## src/rtl/avl_pkg.sv

```systemverilog
package avl_pkg;
    timeunit 1ns;
    timeprecision 1ps;

    typedef enum logic [2:0] {
        ST_IDLE,
        ST_DECIDE,
        ST_SRCH_L1,
        ST_SRCH_L23,
        ST_SRCH_MIN,
        ST_DONE
    } avl_state_e;

    typedef enum logic [1:0] {
        FCLS_600  = 2'd0,
        FCLS_800  = 2'd1,
        FCLS_1000 = 2'd2,
        FCLS_1200 = 2'd3
    } avl_cls_e;

    // Millivolt value of a table code: linear ramp with a rational step.
    function automatic int mv_of(input int code, input int base_mv,
                                 input int step_num, input int step_den);
        return base_mv + (code * step_num) / step_den;
    endfunction
endpackage

```

## src/rtl/avl_target.sv

```systemverilog
module avl_target
    import avl_pkg::*;
#(
    parameter int CODE_W        = 6,
    parameter int TBL_N         = 52,
    parameter int MV_W          = 11,
    parameter int MV_BASE       = 747,
    parameter int STEP_NUM      = 35,
    parameter int STEP_DEN      = 3,
    parameter int FLOOR_MV      = 1000,
    parameter int DROP_L1_MV    = 100,
    parameter int DROP_L23_MV   = 150,
    parameter int MIN_L1_MID_MV = 1108,
    parameter int MIN_L1_TOP_MV = 1155
) (
    input  logic [CODE_W-1:0] base_i,
    input  avl_cls_e          cls_i,
    output logic              bad_o,
    output logic              low_o,
    output logic              apply_min_o,
    output logic [MV_W-1:0]   t_l1_o,
    output logic [MV_W-1:0]   t_l23_o,
    output logic [MV_W-1:0]   t_min_o
);
    timeunit 1ns;
    timeprecision 1ps;

    int base_mv;
    int drop1;
    int drop23;

    always_comb begin
        base_mv = mv_of(int'(base_i), MV_BASE, STEP_NUM, STEP_DEN);
        drop1   = base_mv - DROP_L1_MV;
        drop23  = base_mv - DROP_L23_MV;
        if (drop1 < FLOOR_MV) begin
            drop1 = FLOOR_MV;
        end
        if (drop23 < FLOOR_MV) begin
            drop23 = FLOOR_MV;
        end
    end

    assign bad_o       = int'(base_i) >= TBL_N;
    assign low_o       = base_mv <= FLOOR_MV;
    assign apply_min_o = (cls_i == FCLS_1000) || (cls_i == FCLS_1200);
    assign t_l1_o      = MV_W'(drop1);
    assign t_l23_o     = MV_W'(drop23);
    assign t_min_o     = (cls_i == FCLS_1200) ? MV_W'(MIN_L1_TOP_MV) : MV_W'(MIN_L1_MID_MV);
endmodule

```

## src/rtl/avl_search.sv

```systemverilog
module avl_search
    import avl_pkg::*;
#(
    parameter int CODE_W   = 6,
    parameter int TBL_N    = 52,
    parameter int MV_W     = 11,
    parameter int MV_BASE  = 747,
    parameter int STEP_NUM = 35,
    parameter int STEP_DEN = 3
) (
    input  logic              clk,
    input  logic              rst_n,
    input  logic              go_i,
    input  logic [MV_W-1:0]   target_i,
    output logic              found_o,
    output logic [CODE_W-1:0] idx_o
);
    timeunit 1ns;
    timeprecision 1ps;

    localparam logic [CODE_W-1:0] LAST_IDX = CODE_W'(TBL_N - 1);

    logic              busy_q;
    logic [CODE_W-1:0] idx_q;
    logic              reached;

    // Upward scan: one table entry per clock, stop at first entry >= target.
    always_comb begin
        reached = mv_of(int'(idx_q), MV_BASE, STEP_NUM, STEP_DEN) >= int'(target_i);
        found_o = busy_q && (reached || (idx_q == LAST_IDX));
    end

    always_ff @(posedge clk) begin
        if (!rst_n) begin
            busy_q <= 1'b0;
            idx_q  <= '0;
        end else if (go_i) begin
            busy_q <= 1'b1;
            idx_q  <= '0;
        end else if (busy_q) begin
            if (found_o) begin
                busy_q <= 1'b0;
            end else begin
                idx_q <= idx_q + CODE_W'(1);
            end
        end
    end

    assign idx_o = idx_q;
endmodule

```

## src/rtl/avl_resolve.sv

```systemverilog
module avl_resolve #(
    parameter int CODE_W = 6
) (
    input  logic [CODE_W-1:0] base_i,
    input  logic              low_i,
    input  logic              apply_min_i,
    input  logic [CODE_W-1:0] r_l1_i,
    input  logic [CODE_W-1:0] r_l23_i,
    input  logic [CODE_W-1:0] r_min_i,
    output logic [CODE_W-1:0] lvl0_o,
    output logic [CODE_W-1:0] lvl1_o,
    output logic [CODE_W-1:0] lvl2_o,
    output logic [CODE_W-1:0] lvl3_o
);
    timeunit 1ns;
    timeprecision 1ps;

    logic [CODE_W-1:0] min_clamped;

    // The class minimum never pushes level 1 above the base code.
    assign min_clamped = (r_min_i > base_i) ? base_i : r_min_i;

    always_comb begin
        if (low_i) begin
            lvl1_o = apply_min_i ? r_min_i : r_l1_i;
            lvl0_o = apply_min_i ? r_min_i : base_i;
            lvl2_o = r_l1_i;
            lvl3_o = r_l1_i;
        end else begin
            lvl0_o = base_i;
            lvl1_o = (apply_min_i && (r_l1_i < min_clamped)) ? min_clamped : r_l1_i;
            lvl2_o = r_l23_i;
            lvl3_o = r_l23_i;
        end
    end
endmodule

```

## src/rtl/avl_ctrl.sv

```systemverilog
module avl_ctrl
    import avl_pkg::*;
#(
    parameter int CODE_W = 6,
    parameter int MV_W   = 11
) (
    input  logic              clk,
    input  logic              rst_n,
    input  logic              start_i,
    input  logic [CODE_W-1:0] base_i,
    input  logic [1:0]        cls_i,
    input  logic              bad_i,
    input  logic [MV_W-1:0]   t_l1_i,
    input  logic [MV_W-1:0]   t_l23_i,
    input  logic [MV_W-1:0]   t_min_i,
    input  logic              found_i,
    input  logic [CODE_W-1:0] idx_i,
    input  logic [CODE_W-1:0] res_l0_i,
    input  logic [CODE_W-1:0] res_l1_i,
    input  logic [CODE_W-1:0] res_l2_i,
    input  logic [CODE_W-1:0] res_l3_i,
    output logic              go_o,
    output logic [MV_W-1:0]   target_o,
    output logic [CODE_W-1:0] base_q_o,
    output avl_cls_e          cls_q_o,
    output logic [CODE_W-1:0] r_l1_o,
    output logic [CODE_W-1:0] r_l23_o,
    output logic [CODE_W-1:0] lvl0_o,
    output logic [CODE_W-1:0] lvl1_o,
    output logic [CODE_W-1:0] lvl2_o,
    output logic [CODE_W-1:0] lvl3_o,
    output logic              done_o,
    output logic              err_o
);
    timeunit 1ns;
    timeprecision 1ps;

    avl_state_e state_q;
    avl_state_e state_d;

    // State register.
    always_ff @(posedge clk) begin
        if (!rst_n) begin
            state_q <= ST_IDLE;
        end else begin
            state_q <= state_d;
        end
    end

    // Transitions and state outputs.
    always_comb begin
        state_d  = state_q;
        go_o     = 1'b0;
        target_o = '0;
        done_o   = 1'b0;
        unique case (state_q)
            ST_IDLE: begin
                if (start_i) begin
                    state_d = ST_DECIDE;
                end
            end
            ST_DECIDE: begin
                if (bad_i) begin
                    state_d = ST_DONE;
                end else begin
                    go_o    = 1'b1;
                    state_d = ST_SRCH_L1;
                end
            end
            ST_SRCH_L1: begin
                target_o = t_l1_i;
                if (found_i) begin
                    go_o    = 1'b1;
                    state_d = ST_SRCH_L23;
                end
            end
            ST_SRCH_L23: begin
                target_o = t_l23_i;
                if (found_i) begin
                    go_o    = 1'b1;
                    state_d = ST_SRCH_MIN;
                end
            end
            ST_SRCH_MIN: begin
                target_o = t_min_i;
                if (found_i) begin
                    state_d = ST_DONE;
                end
            end
            ST_DONE: begin
                done_o  = 1'b1;
                state_d = ST_IDLE;
            end
            default: begin
                state_d = ST_IDLE;
            end
        endcase
    end

    // Latched request, intermediate scan results and published codes.
    always_ff @(posedge clk) begin
        if (!rst_n) begin
            base_q_o <= '0;
            cls_q_o  <= FCLS_600;
            r_l1_o   <= '0;
            r_l23_o  <= '0;
            lvl0_o   <= '0;
            lvl1_o   <= '0;
            lvl2_o   <= '0;
            lvl3_o   <= '0;
            err_o    <= 1'b0;
        end else begin
            if ((state_q == ST_IDLE) && start_i) begin
                base_q_o <= base_i;
                cls_q_o  <= avl_cls_e'(cls_i);
            end
            if ((state_q == ST_DECIDE) && bad_i) begin
                err_o <= 1'b1;
            end
            if ((state_q == ST_SRCH_L1) && found_i) begin
                r_l1_o <= idx_i;
            end
            if ((state_q == ST_SRCH_L23) && found_i) begin
                r_l23_o <= idx_i;
            end
            if ((state_q == ST_SRCH_MIN) && found_i) begin
                lvl0_o <= res_l0_i;
                lvl1_o <= res_l1_i;
                lvl2_o <= res_l2_i;
                lvl3_o <= res_l3_i;
                err_o  <= 1'b0;
            end
        end
    end
endmodule

```

## src/rtl/avl_calc.sv

```systemverilog
module avl_calc
    import avl_pkg::*;
#(
    parameter int TBL_N         = 52,
    parameter int MV_BASE       = 747,
    parameter int STEP_NUM      = 35,
    parameter int STEP_DEN      = 3,
    parameter int FLOOR_MV      = 1000,
    parameter int DROP_L1_MV    = 100,
    parameter int DROP_L23_MV   = 150,
    parameter int MIN_L1_MID_MV = 1108,
    parameter int MIN_L1_TOP_MV = 1155,
    parameter int CODE_W        = $clog2(TBL_N)
) (
    input  logic              clk,
    input  logic              rst_n,
    input  logic              start_i,
    input  logic [CODE_W-1:0] base_code_i,
    input  logic [1:0]        freq_class_i,
    output logic [CODE_W-1:0] lvl0_code_o,
    output logic [CODE_W-1:0] lvl1_code_o,
    output logic [CODE_W-1:0] lvl2_code_o,
    output logic [CODE_W-1:0] lvl3_code_o,
    output logic              done_o,
    output logic              err_o
);
    timeunit 1ns;
    timeprecision 1ps;

    localparam int TBL_TOP_MV = MV_BASE + ((TBL_N - 1) * STEP_NUM) / STEP_DEN;
    localparam int MIN_HI_MV  = (MIN_L1_TOP_MV > MIN_L1_MID_MV) ? MIN_L1_TOP_MV : MIN_L1_MID_MV;
    localparam int MV_CEIL    = (TBL_TOP_MV > MIN_HI_MV) ? TBL_TOP_MV : MIN_HI_MV;
    localparam int MV_W       = $clog2(MV_CEIL + 1);

    logic              bad;
    logic              low;
    logic              apply_min;
    logic [MV_W-1:0]   t_l1;
    logic [MV_W-1:0]   t_l23;
    logic [MV_W-1:0]   t_min;
    logic              go;
    logic [MV_W-1:0]   target;
    logic              found;
    logic [CODE_W-1:0] idx;
    logic [CODE_W-1:0] base_q;
    avl_cls_e          cls_q;
    logic [CODE_W-1:0] r_l1;
    logic [CODE_W-1:0] r_l23;
    logic [CODE_W-1:0] res_l0;
    logic [CODE_W-1:0] res_l1;
    logic [CODE_W-1:0] res_l2;
    logic [CODE_W-1:0] res_l3;

    avl_target #(
        .CODE_W(CODE_W), .TBL_N(TBL_N), .MV_W(MV_W), .MV_BASE(MV_BASE),
        .STEP_NUM(STEP_NUM), .STEP_DEN(STEP_DEN), .FLOOR_MV(FLOOR_MV),
        .DROP_L1_MV(DROP_L1_MV), .DROP_L23_MV(DROP_L23_MV),
        .MIN_L1_MID_MV(MIN_L1_MID_MV), .MIN_L1_TOP_MV(MIN_L1_TOP_MV)
    ) u_target (
        .base_i(base_q), .cls_i(cls_q), .bad_o(bad), .low_o(low),
        .apply_min_o(apply_min), .t_l1_o(t_l1), .t_l23_o(t_l23), .t_min_o(t_min)
    );

    avl_search #(
        .CODE_W(CODE_W), .TBL_N(TBL_N), .MV_W(MV_W), .MV_BASE(MV_BASE),
        .STEP_NUM(STEP_NUM), .STEP_DEN(STEP_DEN)
    ) u_search (
        .clk(clk), .rst_n(rst_n), .go_i(go), .target_i(target),
        .found_o(found), .idx_o(idx)
    );

    avl_resolve #(
        .CODE_W(CODE_W)
    ) u_resolve (
        .base_i(base_q), .low_i(low), .apply_min_i(apply_min),
        .r_l1_i(r_l1), .r_l23_i(r_l23), .r_min_i(idx),
        .lvl0_o(res_l0), .lvl1_o(res_l1), .lvl2_o(res_l2), .lvl3_o(res_l3)
    );

    avl_ctrl #(
        .CODE_W(CODE_W), .MV_W(MV_W)
    ) u_ctrl (
        .clk(clk), .rst_n(rst_n), .start_i(start_i), .base_i(base_code_i),
        .cls_i(freq_class_i), .bad_i(bad), .t_l1_i(t_l1), .t_l23_i(t_l23),
        .t_min_i(t_min), .found_i(found), .idx_i(idx),
        .res_l0_i(res_l0), .res_l1_i(res_l1), .res_l2_i(res_l2), .res_l3_i(res_l3),
        .go_o(go), .target_o(target), .base_q_o(base_q), .cls_q_o(cls_q),
        .r_l1_o(r_l1), .r_l23_o(r_l23),
        .lvl0_o(lvl0_code_o), .lvl1_o(lvl1_code_o), .lvl2_o(lvl2_code_o),
        .lvl3_o(lvl3_code_o), .done_o(done_o), .err_o(err_o)
    );
endmodule

```

## config.mk

```make
export PLATFORM = sky130hd
export DESIGN_NAME = avl_calc
export DESIGN_NICKNAME = d
export VERILOG_FILES = /design/src/rtl/avl_pkg.sv /design/src/rtl/avl_target.sv /design/src/rtl/avl_search.sv /design/src/rtl/avl_resolve.sv /design/src/rtl/avl_ctrl.sv /design/src/rtl/avl_calc.sv
export SDC_FILE = /design/constraint.sdc
export NUM_CORES = 1
export LEC_CHECK = 0
export BUFFER_PORTS_ARGS = -buffer_cell sky130_fd_sc_hd__buf_2
export CAP_MARGIN = 15
export CORE_MARGIN = 3
export CORE_UTILIZATION = 30
export DETAILED_ROUTE_END_ITERATION = 12
export PLACE_DENSITY_LB_ADDON = 0.08
export SLEW_MARGIN = 20
export SYNTH_ARGS = -nofsm -noshare
export SYNTH_HDL_FRONTEND = slang
export SYNTH_HIERARCHICAL = 1
export SYNTH_SLANG_ARGS = --single-unit
```

## constraint.sdc

```tcl
create_clock -name clk -period 35.3 [get_ports clk]
set_input_delay 3.53 -clock clk [delete_from_list [all_inputs] [get_ports clk]]
set_output_delay 3.53 -clock clk [all_outputs]
set_load 0.01 [all_outputs]
```

; ---- Word level (Yosys, flattened, before mapping)
; Cells that the tools add are included.
[op_classes]
addsub = 5
multipliers = 2
n_div = 2
order_cmp = 7
n_eq_ne = 12
mux = 24
bitwise = 2
reduce_logical = 15
[op_table]
columns = cell, count
row1 = $add 11x32->32 const A, 2
row2 = $div 32x3->32 const B, 2
row3 = $lt 32x11->1 const B, 2
row4 = $mux 6, 7
row5 = $pmux 11 s3, 1
row6 = $ge 32x12->1, 1
row7 = $le 32x11->1 const B, 1
row8 = $sub 32x8->32 const B, 1
row9 = $sub 32x9->32 const B, 1
row10 = $mul 6x6->12 const B, 2
row11 = $mux 11, 2
row12 = $mux 3, 5
row13 = $pmux 3 s5, 1
row14 = $mux 8, 1
row15 = $logic_and 1x1->1, 7
row16 = $add 6x1->6 const B, 1
row17 = $eq 3x2->1 const B, 2
row18 = $eq 3x3->1 const B, 2
row19 = $eq 6x6->1 const B, 1
row20 = $ge 6x6->1 const B, 1
row21 = $gt 6x6->1, 1
row22 = $lt 6x6->1, 1
row23 = $mux 1, 6
row24 = $ne 2x1->1 const B, 3
row25 = 10 further kinds, 15
[word_totals]
register_bits = 49
inputBits = 11
output_inout_bits = 26
word_cells = 80

; ---- Logic depth before layout (Yosys ltp)
; Gate-level depths: netlist of the first run.
[logic_depth]
ltp_word = 13
ltp_mapped = 71
depth_no_buf = 67

; ---- Hierarchy
; The synthesis of the first run kept the hierarchy.
[by_module_without_submodules]
columns = module, instances, cells_each, area_each_um2, seq_area_each_um2
row1 = avl_target, 1, 572, 3821.2, 0.0
row2 = avl_search, 1, 503, 3639.7, 140.1
row3 = avl_ctrl, 1, 250, 2157.1, 960.9
row4 = avl_resolve, 1, 99, 737.0, 0.0

; ---- Worst setup path after synthesis of the first run
; OpenSTA, ideal clock, no wires.
[synth_timing]
path_type = reg-to-reg
start = register u_ctrl.base_q_o[4]
end = register u_search.idx_q[0] (netlist: u_search/idx_o[0])
setup_time_ps = 69
arrival_ps = 13310
required_ps = 35231
slack_ps = 21921
path_stages_with_launch = 67
path_buffers = 3
period_less_slack_ps = 13379
path_cell_list = dfxtp_1 > ha_1 > ha_1 > fa_1 > ha_1 > o21ai_1 > nor3_1 > nor3b_1 > nor2_2 > inv_1 > ha_1 > nor2b_1 > nand3_1 > a221oi_4 > o21ai_2 > o211a_1 > or4_1 > and3_4 > [31 not listed] > a21oi_1 > nor2b_1 > o21ai_0 > nand2b_1 > a21oi_1 > nor2b_1 > o21ai_0 > nand3_1 > nor3_1 > a21o_1 > a41oi_2 > buf_6 > and2_1 > nand2_1 > a21oi_1 > nand2b_1 > or4_1 > o21ai_1
[synth_between]
elab_chain_len = 13
word_cells_on_any_way = 20
classes_between = add/sub (3) / mul (1) / div (1) / order compare (4) / mux (6) / bitwise (1) / reduce/logical (4)
[synth_rtl]
columns = element, line
row1 = from (decl), avl_ctrl.sv:24  ; output logic [CODE_W-1:0] base_q_o,
row2 = from (signal assigned), avl_ctrl.sv:114  ; base_q_o <= base_i;
row3 = $mul 6x6->12 *, avl_pkg.sv:24  ; return base_mv + (code * step_num) / step_den;
row4 = $div 32x3->32 *, avl_pkg.sv:24
row5 = $add 11x32->32 *, avl_pkg.sv:24
row6 = $sub 32x8->32 *, avl_target.sv:34  ; drop1 = base_mv - DROP_L1_MV;
row7 = $lt 32x11->1, avl_target.sv:36  ; if (drop1 < FLOOR_MV) begin
row8 = $mux 11 *, avl_target.sv:36
row9 = named net t_l1[0], avl_calc.sv:38  ; logic [MV_W-1:0] t_l1;
row10 = $pmux 11 s3 *, avl_ctrl.sv:56  ; unique case (state_q)
row11 = named net target[0], avl_calc.sv:42  ; logic [MV_W-1:0] target;
row12 = $ge 32x12->1 *, avl_search.sv:29  ; reached = mv_of(int'(idx_q), MV_BASE, STEP_NUM, STEP_DEN) >= int'(target_i);
row13 = $logic_or 1x1->1 *, avl_search.sv:30  ; found_o = busy_q && (reached || (idx_q == LAST_IDX));
row14 = $logic_and 1x1->1 *, avl_search.sv:30
row15 = named net found, avl_calc.sv:43  ; logic found;
row16 = $mux 1 *, "avl_ctrl.sv:72, avl_ctrl.sv:79"
row17 = $pmux 1 s2 *, avl_ctrl.sv:56
row18 = named net go, avl_calc.sv:41  ; logic go;
row19 = $reduce_or 2->1 (no source line) *, --
row20 = to (signal assigned), avl_search.sv:44  ; idx_q <= idx_q + CODE_W'(1);
row21 = to (decl), avl_search.sv:24  ; logic [CODE_W-1:0] idx_q;
; Mark *: on every way through the listed nets, which the timed path passes. The rest lies on a longest branch.
; A chain may end at the register's enable or synchronous reset.

; ---- Worst setup path in the final report of the first run
; Ends and elaborated chain as after synthesis.

==> impl_metrics.env, run 1 <==
export IMPL_max_cap_violations=0
export IMPL_cts_buffers=5
export IMPL_regToRegSetupSlack_ns=18.87
export IMPL_viasPerCell=5.83
export IMPL_placementRows=67
export IMPL_synth_top_area_cell="dfxtp_1"
export IMPL_syn_area_um2=10400
export IMPL_reg2reg_depth=62
export IMPL_pwr_share_comb_pct=79.4
export IMPL_worstSetupPathType="reg -> reg"
export IMPL_final_nets=1493
export IMPL_die_h_um=192
export IMPL_drive_gt1_share_pct=11.5
export IMPL_cts_tree="yes"
export IMPL_syn_mean_instance_area_um2=7.27
export IMPL_clk_latency_ns=0.29
export IMPL_clockBufferDepth=2
export IMPL_core_um2=33800
export IMPL_synth_area_leaders="dfxtp_1 11%, ha_1 9.4%, nand2_1 6.1%"
export IMPL_drt_total_wl_um=33600
export IMPL_finish_utilization_pct=32.4
export IMPL_power_leakage_nw=4.15
export IMPL_hold_viol=0
export IMPL_ctsHoldBuffers=0
export IMPL_tightest_slew_ns=0.899
export IMPL_crit_arrival_ns=16.66
export IMPL_grt_pass1_vias=10000
export IMPL_p_switching_mw=0.314
export IMPL_grt_max_degree=76
export IMPL_p_clk_share_pct=9.0
export IMPL_io_pins=37
export IMPL_cp_max_fo=21
export IMPL_cp_num_cells=62
export IMPL_fmax_mhz=60.9
export IMPL_clock_sinks=55
export IMPL_yosys_register_bits=55
export IMPL_cp_required_ns=35.53
export IMPL_synth_commonest_cells="167 x nand2_1, 103 x o21ai_0, 101 x nor2_1"
export IMPL_cp_startpoint="u_ctrl/base_q_o[4]"
export IMPL_yosys_warnings=6
export IMPL_ys_flop_type="dfxtp_1"
export IMPL_drt_pre_antenna_iters=5
export IMPL_post_cts_setup_buffer_count=0
export IMPL_htree_levels=2
export IMPL_start_kind="register"
export IMPL_place_area_um2=10800
export IMPL_die_w_um=192
export IMPL_hpwl_um=25700
export IMPL_period_minus_slack_ns=16.43
export IMPL_seqPwrFrac_pct=11.6
export IMPL_die_area_um2=36800
export IMPL_finalInstanceArea_um2=10900
export IMPL_setup_viol=0
export IMPL_grt_antenna_before_repair=0
export IMPL_intPower_mw=0.257
export IMPL_slowest_stage="nand3_1"
export IMPL_crit_path_max_incr_delay_ns=0.59
export IMPL_worstSetupEndpointType="register"
export IMPL_endpoint="u_search/idx_o[0]"
export IMPL_synth_cell_types=123
export IMPL_via_count=10800
export IMPL_report_power_total_mw=0.571
export IMPL_synthCells=1424
export IMPL_relSlewSlack_pct=39.9
export IMPL_gp_congestion=0.846
export IMPL_io_buffers=36
export IMPL_skew_ns=0.00610
export IMPL_yosysMostFrequentCell="nand2_1"
export IMPL_pre_cts_ws_ns=19.03
export IMPL_drt_iter0_markers=790
export IMPL_grt_overflow=0
export IMPL_netlist_area_leader_share_pct=10.6
export IMPL_status="finished clean"
export IMPL_crit_family="compound AO/OA/AOI/OAI gates"
export IMPL_postLayoutSetupSlackWorst_ns=18.87
export IMPL_drtAntennaViolNets=0
export IMPL_r2r_end="u_search/idx_o[0]"
export IMPL_areaGrowthSynthToFinish_pct=5.70
export IMPL_path_common_cell="ha_1"
export IMPL_async_flop_share_pct=0
export IMPL_gr_usage_all_layers_pct=17.7
export IMPL_period_share_pct=46.6
export IMPL_diodes=0
export IMPL_hold_class="reg -> reg"
export IMPL_r2r_start="u_ctrl/base_q_o[4]"
export IMPL_crit_buf_inv=2
export IMPL_power_density_nw_per_um2=52.2
export IMPL_power_share_switching_pct=55.0
export IMPL_slew_viol_final=0
export IMPL_synth_seq_area_share_pct=10.6
export IMPL_grt_pass1_wl_um=54300
export IMPL_rsz0062_at_grt="false"
export IMPL_root_buffer="clkbuf_16"
export IMPL_drc=0
export IMPL_setup_tns_ns=0
export IMPL_worst_ir_drop_vdd_v=0.0000322
export IMPL_synth_edf_count=0
export IMPL_start_util_pct=30.7
export IMPL_clkTransAtPathRegs_ns=0.07
export IMPL_post_cts_resized=0
export IMPL_wl_per_cell_um=18.2
==> worst min-delay path by stage <==
stage | start | end | slack, ns | depth (start not counted)
finish | u_ctrl/lvl2_o[4] | u_ctrl/lvl2_o[4] | 0.45 | 2
global placement | u_ctrl/lvl3_o[4] | u_ctrl/lvl3_o[4] | 0.44 | 2
detailed placement | u_ctrl/lvl3_o[4] | u_ctrl/lvl3_o[4] | 0.45 | 2
CTS | u_ctrl/lvl1_o[5] | u_ctrl/lvl1_o[5] | 0.46 | 2
floorplan | u_ctrl/cls_q_o[0] | u_ctrl/cls_q_o[0] | 0.44 | 2
global route | u_ctrl/lvl0_o[2] | u_ctrl/lvl0_o[2] | 0.48 | 2
==> power groups by stage <==
stage / logic (mW) / registers [mW] / clock network, mW
CTS: 0.451 / 0.0662 / 0.0535
finish: 0.454 / 0.0661 / 0.0513
global route: 0.500 / 0.0666 / 0.0559
detailed placement: 0.448 / 0.0677 / 0
global placement: 0.456 / 0.0677 / 0
floorplan: 0.344 / 0.0659 / 0
==> cell type report <==
class / count / area, um^2
tap: 448 / 561
inverter: 57 / 214
multi-input combinational: 1224 / 8580
clock buffer: 6 / 139
timing repair buffer: 57 / 338
clock inverter: 2 / 16.3
fill: 3714 / 22800
sequential: 55 / 1100
==> tightest hold or removal path, cell delays in order (launching register included) <==
cell	delay, ns
dfxtp_1	0.31
nand2_1	0.04
o21ai_0	0.06
==> placed cells by master (no fill, tap or decap), drive strengths merged, types with 34 or more instances in the layout <==
cell type  instances
xnor2             34
inv               52
nand2            168
nand3             69
ha                78
o21ai            122
a21oi             74
nor3              42
dfxtp             55
buf               57
nor2             103
==> stage by stage <==
| step | instances | hold WS (ns) |
|---|---|---|
| 5_1_grt | 1849 | 0.478 |
| 4_1_cts | 1849 | 0.462 |
| 3_5_place_dp | 1841 | 0.448 |
| 2_1_floorplan | 1427 | 0.435 |
| 6_report | 1849 | 0.455 |
| 3_3_place_gp | 1841 | 0.445 |
==> logic make-up (layout without fill, tap and decap cells) <==
group,count (synthesis),in the layout,share of synthesized area (%)
buf+inv,148,122,6.83
compound gates,509,509,36.5
fa+ha+maj,82,82,10.2
mux,47,47,4.71
other cells,2,5,0.0725
flops,55,55,10.6
simple gates,536,536,26.9
xor+xnor,45,45,4.20
==> per-layer routing <==
metal / global-route usage, % / share of wire (%) / vias up
met5: 0 / 0 / -
met4: 3.56 / 1.2 / 0
met3: 0.986 / 3.9 / 30
met2: 28.1 / 45 / 273
met1: 26.4 / 50 / 5135
li1: - / - / 5348
==> state kept, by name, summed over array words and instances, names as in the netlist <==
name / count
u_ctrl/base_q_o: 6
u_ctrl/cls_q_o: 2
u_ctrl/err_o: 1
u_ctrl/lvl0_o: 6
u_ctrl/lvl1_o: 6
u_ctrl/lvl2_o: 6
u_ctrl/lvl3_o: 6
u_ctrl/r_l1_o: 6
u_ctrl/r_l23_o: 6
u_ctrl/state_q: 3
u_search/busy_q: 1
u_search/idx_o: 6
Note: power is estimated with default switching activity, not from simulation.
==> inputs of run 2 (changes only) <==
==> constraint.sdc (replaced) <==
create_clock -name clk -period 15.24 [get_ports clk]
set_input_delay 1.524 -clock clk [delete_from_list [all_inputs] [get_ports clk]]
set_output_delay 1.524 -clock clk [all_outputs]
set_load 0.01 [all_outputs]
==> impl_metrics.env, run 2 (same netlist as run 1, synthesis figures left out) <==
export IMPL_status="finished clean"
export IMPL_r2r_start="u_ctrl/base_q_o[4]"
export IMPL_r2r_end="u_search/idx_o[0]"
export IMPL_cp_startpoint="u_ctrl/base_q_o[4]"
export IMPL_final_common_cell="nand2_1"
export IMPL_hold_viol=0
export IMPL_via_count=10900
export IMPL_tightest_slew_ns=0.999
export IMPL_worst_ir_drop_vdd_v=0.0000803
export IMPL_grt_pass1_wl_um=55200
export IMPL_grt_antenna_before_repair=0
export IMPL_drt_total_wl_um=33800
export IMPL_fmax_mhz=71.2
export IMPL_postLayoutSetupSlackWorst_ns=1.19
export IMPL_die_h_um=192
export IMPL_fillers=3671
export IMPL_crit_arrival_ns=14.29
export IMPL_finalInstanceArea_um2=11100
export IMPL_crit_buf_inv=2
export IMPL_areaGrowthSynthToFinish_pct=7.40
export IMPL_fin_hold_ws_ns=0.456
export IMPL_crit_family="compound AO/OA/AOI/OAI gates"
export IMPL_slowest_stage="a2111oi_0"
export IMPL_cp_required_ns=15.48
export IMPL_drt_iter0_markers=763
export IMPL_clk_latency_ns=0.30
export IMPL_path_common_cell="ha_1"
export IMPL_clkTransAtPathRegs_ns=0.08
export IMPL_core_um2=33800
export IMPL_wl_per_cell_um=18.1
export IMPL_power_leakage_nw=4.25
export IMPL_reg2reg_depth=62
export IMPL_period_minus_slack_ns=14.05
export IMPL_grt_pass1_vias=10100
export IMPL_setup_tns_ns=0
export IMPL_drive_gt1_share_pct=13.3
export IMPL_hpwl_um=26100
export IMPL_placementRows=67
export IMPL_final_cells=1863
export IMPL_gr_usage_all_layers_pct=18.0
export IMPL_die_area_um2=36800
export IMPL_place_area_um2=10800
export IMPL_cp_max_fo=12
export IMPL_slew_viol_final=0
export IMPL_pre_cts_ws_ns=0.0875
export IMPL_skew_ns=0.00875
export IMPL_clockBufferDepth=2
export IMPL_gp_congestion=0.841
export IMPL_cts_buffers=5
export IMPL_crit_path_max_incr_delay_ns=0.65
export IMPL_start_kind="register"
export IMPL_relSlewSlack_pct=33.2
export IMPL_setup_viol=0
export IMPL_hold_class="reg -> reg"
export IMPL_period_share_pct=92.2
export IMPL_drc=0
export IMPL_die_w_um=192
export IMPL_diodes=0
export IMPL_drt_pre_antenna_iters=5
export IMPL_endpoint="u_search/idx_o[0]"
export IMPL_grt_overflow=0
export IMPL_dp_cells=1848
export IMPL_mostFrequentLayoutCells="167 x nand2_1, 102 x o21ai_0, 101 x nor2_1"
export IMPL_min_delay_start="u_ctrl/lvl3_o[5]"
export IMPL_drtAntennaViolNets=0
export IMPL_root_buffer="clkbuf_16"
export IMPL_ctsHoldBuffers=0
export IMPL_cts_tree="yes"
export IMPL_final_nets=1507
export IMPL_cp_num_cells=62
export IMPL_finish_utilization_pct=32.9
export IMPL_worstSetupEndpointType="register"
export IMPL_grt_max_degree=76
export IMPL_htree_levels=2
export IMPL_viasPerCell=5.83
export IMPL_regToRegSetupSlack_ns=1.19
export IMPL_io_buffers=36
export IMPL_clock_sinks=55
export IMPL_io_pins=37
export IMPL_worstSetupPathType="reg -> reg"
export IMPL_start_util_pct=30.7
export IMPL_power_density_nw_per_um2=123
export IMPL_max_cap_violations=0
export IMPL_report_power_total_mw=1.37
run 2: changes by cell type in the layout (fill, tap and decap cells not counted), sizes merged:
| cell | before | now |
|---|---|---|
| buf | 57 | 71 |
| clkbuf | 6 | 5 |
| bufinv | 0 | 1 |
| inv | 52 | 53 |
| clkinvlp | 1 | 0 |
run 2: timing repair:
item	CTS	global route
resized for setup	0	15
buffers inserted	0	7
setup endpoints to repair	0	47
run 2: worst register-to-register path: cells and delay by family, from the launching register on:
family                     cells  cell delay [ns]
AOI/OAI and AO/OA             28             5.89
xor gates and xnor gates       1             0.31
adders and majority gates      9             2.79
buffers and inverters          2             0.23
DFF                            1             0.45
muxes                          1             0.08
and+or+nand+nor               21             4.23
run 2: layer usage:
metal	part of all wire (%)	global-route usage [%]	vias up
li1	-	-	5364
met1	51	27.4	5194
met2	44	28.2	284
met3	4.2	1.13	28
met4	1.2	2.77	0
met5	0	0	-
run 2: worst min-delay path by stage:
stage | to | slack (ns) | cells after the start
2_1_floorplan | u_ctrl/cls_q_o[0] | 0.44 | 2
3_3_place_gp | u_ctrl/lvl0_o[0] | 0.44 | 2
3_5_place_dp | u_ctrl/cls_q_o[0] | 0.45 | 2
4_1_cts | u_ctrl/cls_q_o[0] | 0.46 | 2
5_1_grt | u_ctrl/lvl3_o[5] | 0.48 | 2
6_report | u_ctrl/lvl3_o[5] | 0.46 | 2
run 2: report_power, final:
part	leakage [nW]	switching [mW]	internal, mW
sequential	0.446	0.00643	0.146
clock	0.0844	0.0556	0.0785
combinational	3.72	0.672	0.411
run 2: area by class of cell:
class	count	area [um^2]	area share, %
sequential	55	1110	9.95
clock inverter	3	47.5	0.428
multi-input combinational	1224	8620	77.6
tap	448	561	5.04
timing repair buffer	71	443	3.98
clock buffer	5	125	1.13
inverter	57	214	1.92
==> inputs of run 3 (changes only) <==
--- a/config.mk
+++ b/config.mk
@@ -8,7 +8,7 @@
 export BUFFER_PORTS_ARGS = -buffer_cell sky130_fd_sc_hd__buf_2
 export CAP_MARGIN = 15
 export CORE_MARGIN = 3
-export CORE_UTILIZATION = 30
+export CORE_UTILIZATION = 50
 export DETAILED_ROUTE_END_ITERATION = 12
 export PLACE_DENSITY_LB_ADDON = 0.08
 export SLEW_MARGIN = 20
==> impl_metrics.env, run 3 (same netlist as run 1, synthesis figures left out) <==
export IMPL_crit_path_max_incr_delay_ns=0.56
export IMPL_grt_use_met1_pct=38.8
export IMPL_worstSetupPathType="reg -> reg"
export IMPL_min_delay_start="u_ctrl/lvl3_o[1]"
export IMPL_grt_max_degree=76
export IMPL_grt_pass1_vias=9594
export IMPL_final_nets=1517
export IMPL_power_leakage_nw=4.30
export IMPL_fmax_mhz=70.3
export IMPL_hpwl_um=22700
export IMPL_clkTransAtPathRegs_ns=0.07
export IMPL_die_area_um2=22500
export IMPL_io_pins=37
export IMPL_hold_class="reg -> reg"
export IMPL_io_buffers=36
export IMPL_fillers=2050
export IMPL_wl_per_cell_um=18.1
export IMPL_r2r_end="u_search/idx_o[0]"
export IMPL_worstSetupEndpointType="register"
export IMPL_cts_buffers=5
export IMPL_max_cap_violations=0
export IMPL_gp_congestion=0.975
export IMPL_grtUsageMet2_pct=40.1
export IMPL_cts_tree="yes"
export IMPL_slew_viol_final=0
export IMPL_globalRouteMet3Util_pct=2.45
export IMPL_reg2reg_depth=63
export IMPL_via_count=11100
export IMPL_setup_viol=0
export IMPL_die_h_um=150
export IMPL_worst_ir_drop_vdd_v=0.000148
export IMPL_grt_antenna_before_repair=0
export IMPL_seqPwrFrac_pct=11.1
export IMPL_power_share_switching_pct=53.3
export IMPL_start_kind="register"
export IMPL_relSlewSlack_pct=27.6
export IMPL_hold_path_cell_count=2
export IMPL_slowest_stage="or4b_4"
export IMPL_hold_viol=0
export IMPL_crit_arrival_ns=14.46
export IMPL_ctsHoldBuffers=0
export IMPL_report_power_total_mw=1.38
export IMPL_grt_busiest_layer="met2"
export IMPL_regToRegSetupSlack_ns=1.01
export IMPL_final_common_cell="nand2_1"
export IMPL_drc=0
export IMPL_cp_max_fo=11
export IMPL_grt_pass1_wl_um=49100
export IMPL_cp_required_ns=15.47
export IMPL_core_um2=20300
export IMPL_placementRows=52
export IMPL_pwr_share_comb_pct=79.4
export IMPL_areaGrowthSynthToFinish_pct=6.30
export IMPL_grt_overflow=0
export IMPL_clock_sinks=55
export IMPL_setup_tns_ns=0
export IMPL_drt_total_wl_um=30600
export IMPL_power_density_nw_per_um2=125
export IMPL_r2r_start="u_ctrl/base_q_o[4]"
export IMPL_tightest_slew_ns=1.08
export IMPL_gr_usage_all_layers_pct=25.7
export IMPL_final_cells=1695
export IMPL_path_common_cell="ha_1"
export IMPL_drt_pre_antenna_iters=6
export IMPL_drt_iter0_markers=1007
export IMPL_start_util_pct=51.0
export IMPL_status="finished clean"
export IMPL_dp_cells=1665
export IMPL_diodes=0
export IMPL_drtAntennaViolNets=0
export IMPL_period_minus_slack_ns=14.23
export IMPL_p_clk_share_pct=9.5
export IMPL_drive_gt1_share_pct=14.5
export IMPL_htree_levels=2
export IMPL_skew_ns=0.0121
export IMPL_die_w_um=150
export IMPL_root_buffer="clkbuf_16"
export IMPL_min_to="u_ctrl/lvl3_o[1]"
export IMPL_mostFrequentLayoutCells="167 x nand2_1, 102 x o21ai_0, 101 x nor2_1"
export IMPL_clk_latency_ns=0.29
export IMPL_viasPerCell=6.55
export IMPL_intPower_mw=0.644
export IMPL_clockBufferDepth=2
export IMPL_p_switching_mw=0.734
export IMPL_period_share_pct=93.4
==> run 3: per-stage QoR <==
stage / hold slack [ns] / utilization (%) / instance area [um^2] / worst slack, ns
after floorplan: 0.435 / - / 10400 / 1.86
after global placement: 0.442 / 52.1 / 10600 / 0.553
after detailed placement: 0.449 / 52.1 / 10600 / 0.161
after CTS: 0.460 / 53.0 / 10800 / 0.156
after global routing: 0.479 / 54.2 / 11000 / -0.0957
final: 0.455 / 54.2 / 11000 / 1.01
==> run 3: metal layers <==
metal  wire [um]  vias to the layer above
met5           0                        -
met4         378                        0
met3        1840                       43
met2       13600                      428
met1       14800                     5237
li1            -                     5386
==> run 3: worst max-delay path: cells and delay by family, from the launching register on <==
family | cells | cell delay, ns
buf+inv | 3 | 0.49
mux | 1 | 0.10
xor+xnor | 2 | 0.65
flops | 1 | 0.46
simple gates | 21 | 4.56
fa+ha+maj | 9 | 2.73
compound gates | 27 | 5.17
==> run 3: power by group through the flow <==
stage / logic, mW / clock network, mW / registers [mW]
global placement: 1.03 / 0 / 0.156
finish: 1.09 / 0.131 / 0.153
detailed placement: 1.02 / 0 / 0.156
CTS: 1.03 / 0.134 / 0.152
global route: 1.19 / 0.139 / 0.153
floorplan: 0.797 / 0 / 0.153
==> run 3: timing repair <==
action                     CTS  global route
setup endpoints to repair    0            47
hold endpoints to repair     0             0
resized for setup            0            23
buffers inserted             0            22
==> run 3: worst max path at each step <==
stage	startpoint	to	slack, ns
global route	u_ctrl/base_q_o[4]	u_search/idx_o[0]	-0.1
CTS	u_ctrl/base_q_o[4]	u_search/idx_o[0]	0.16
floorplan	u_ctrl/base_q_o[4]	u_search/idx_o[0]	1.86
global placement	u_ctrl/base_q_o[4]	u_search/idx_o[0]	0.55
finish	u_ctrl/base_q_o[4]	u_search/idx_o[0]	1.01
detailed placement	u_ctrl/base_q_o[4]	u_search/idx_o[0]	0.16
==> run 3: layout make-up <==
cell class	count	area (um^2)	area share, %
Multi-Input combinational cell	1224	8660	78.6
Inverter	57	218	1.98
Sequential cell	55	1110	10.0
Clock buffer	5	125	1.14
Tap cell	270	338	3.07
Clock inverter	3	46.3	0.421
Timing Repair Buffer	81	518	4.71
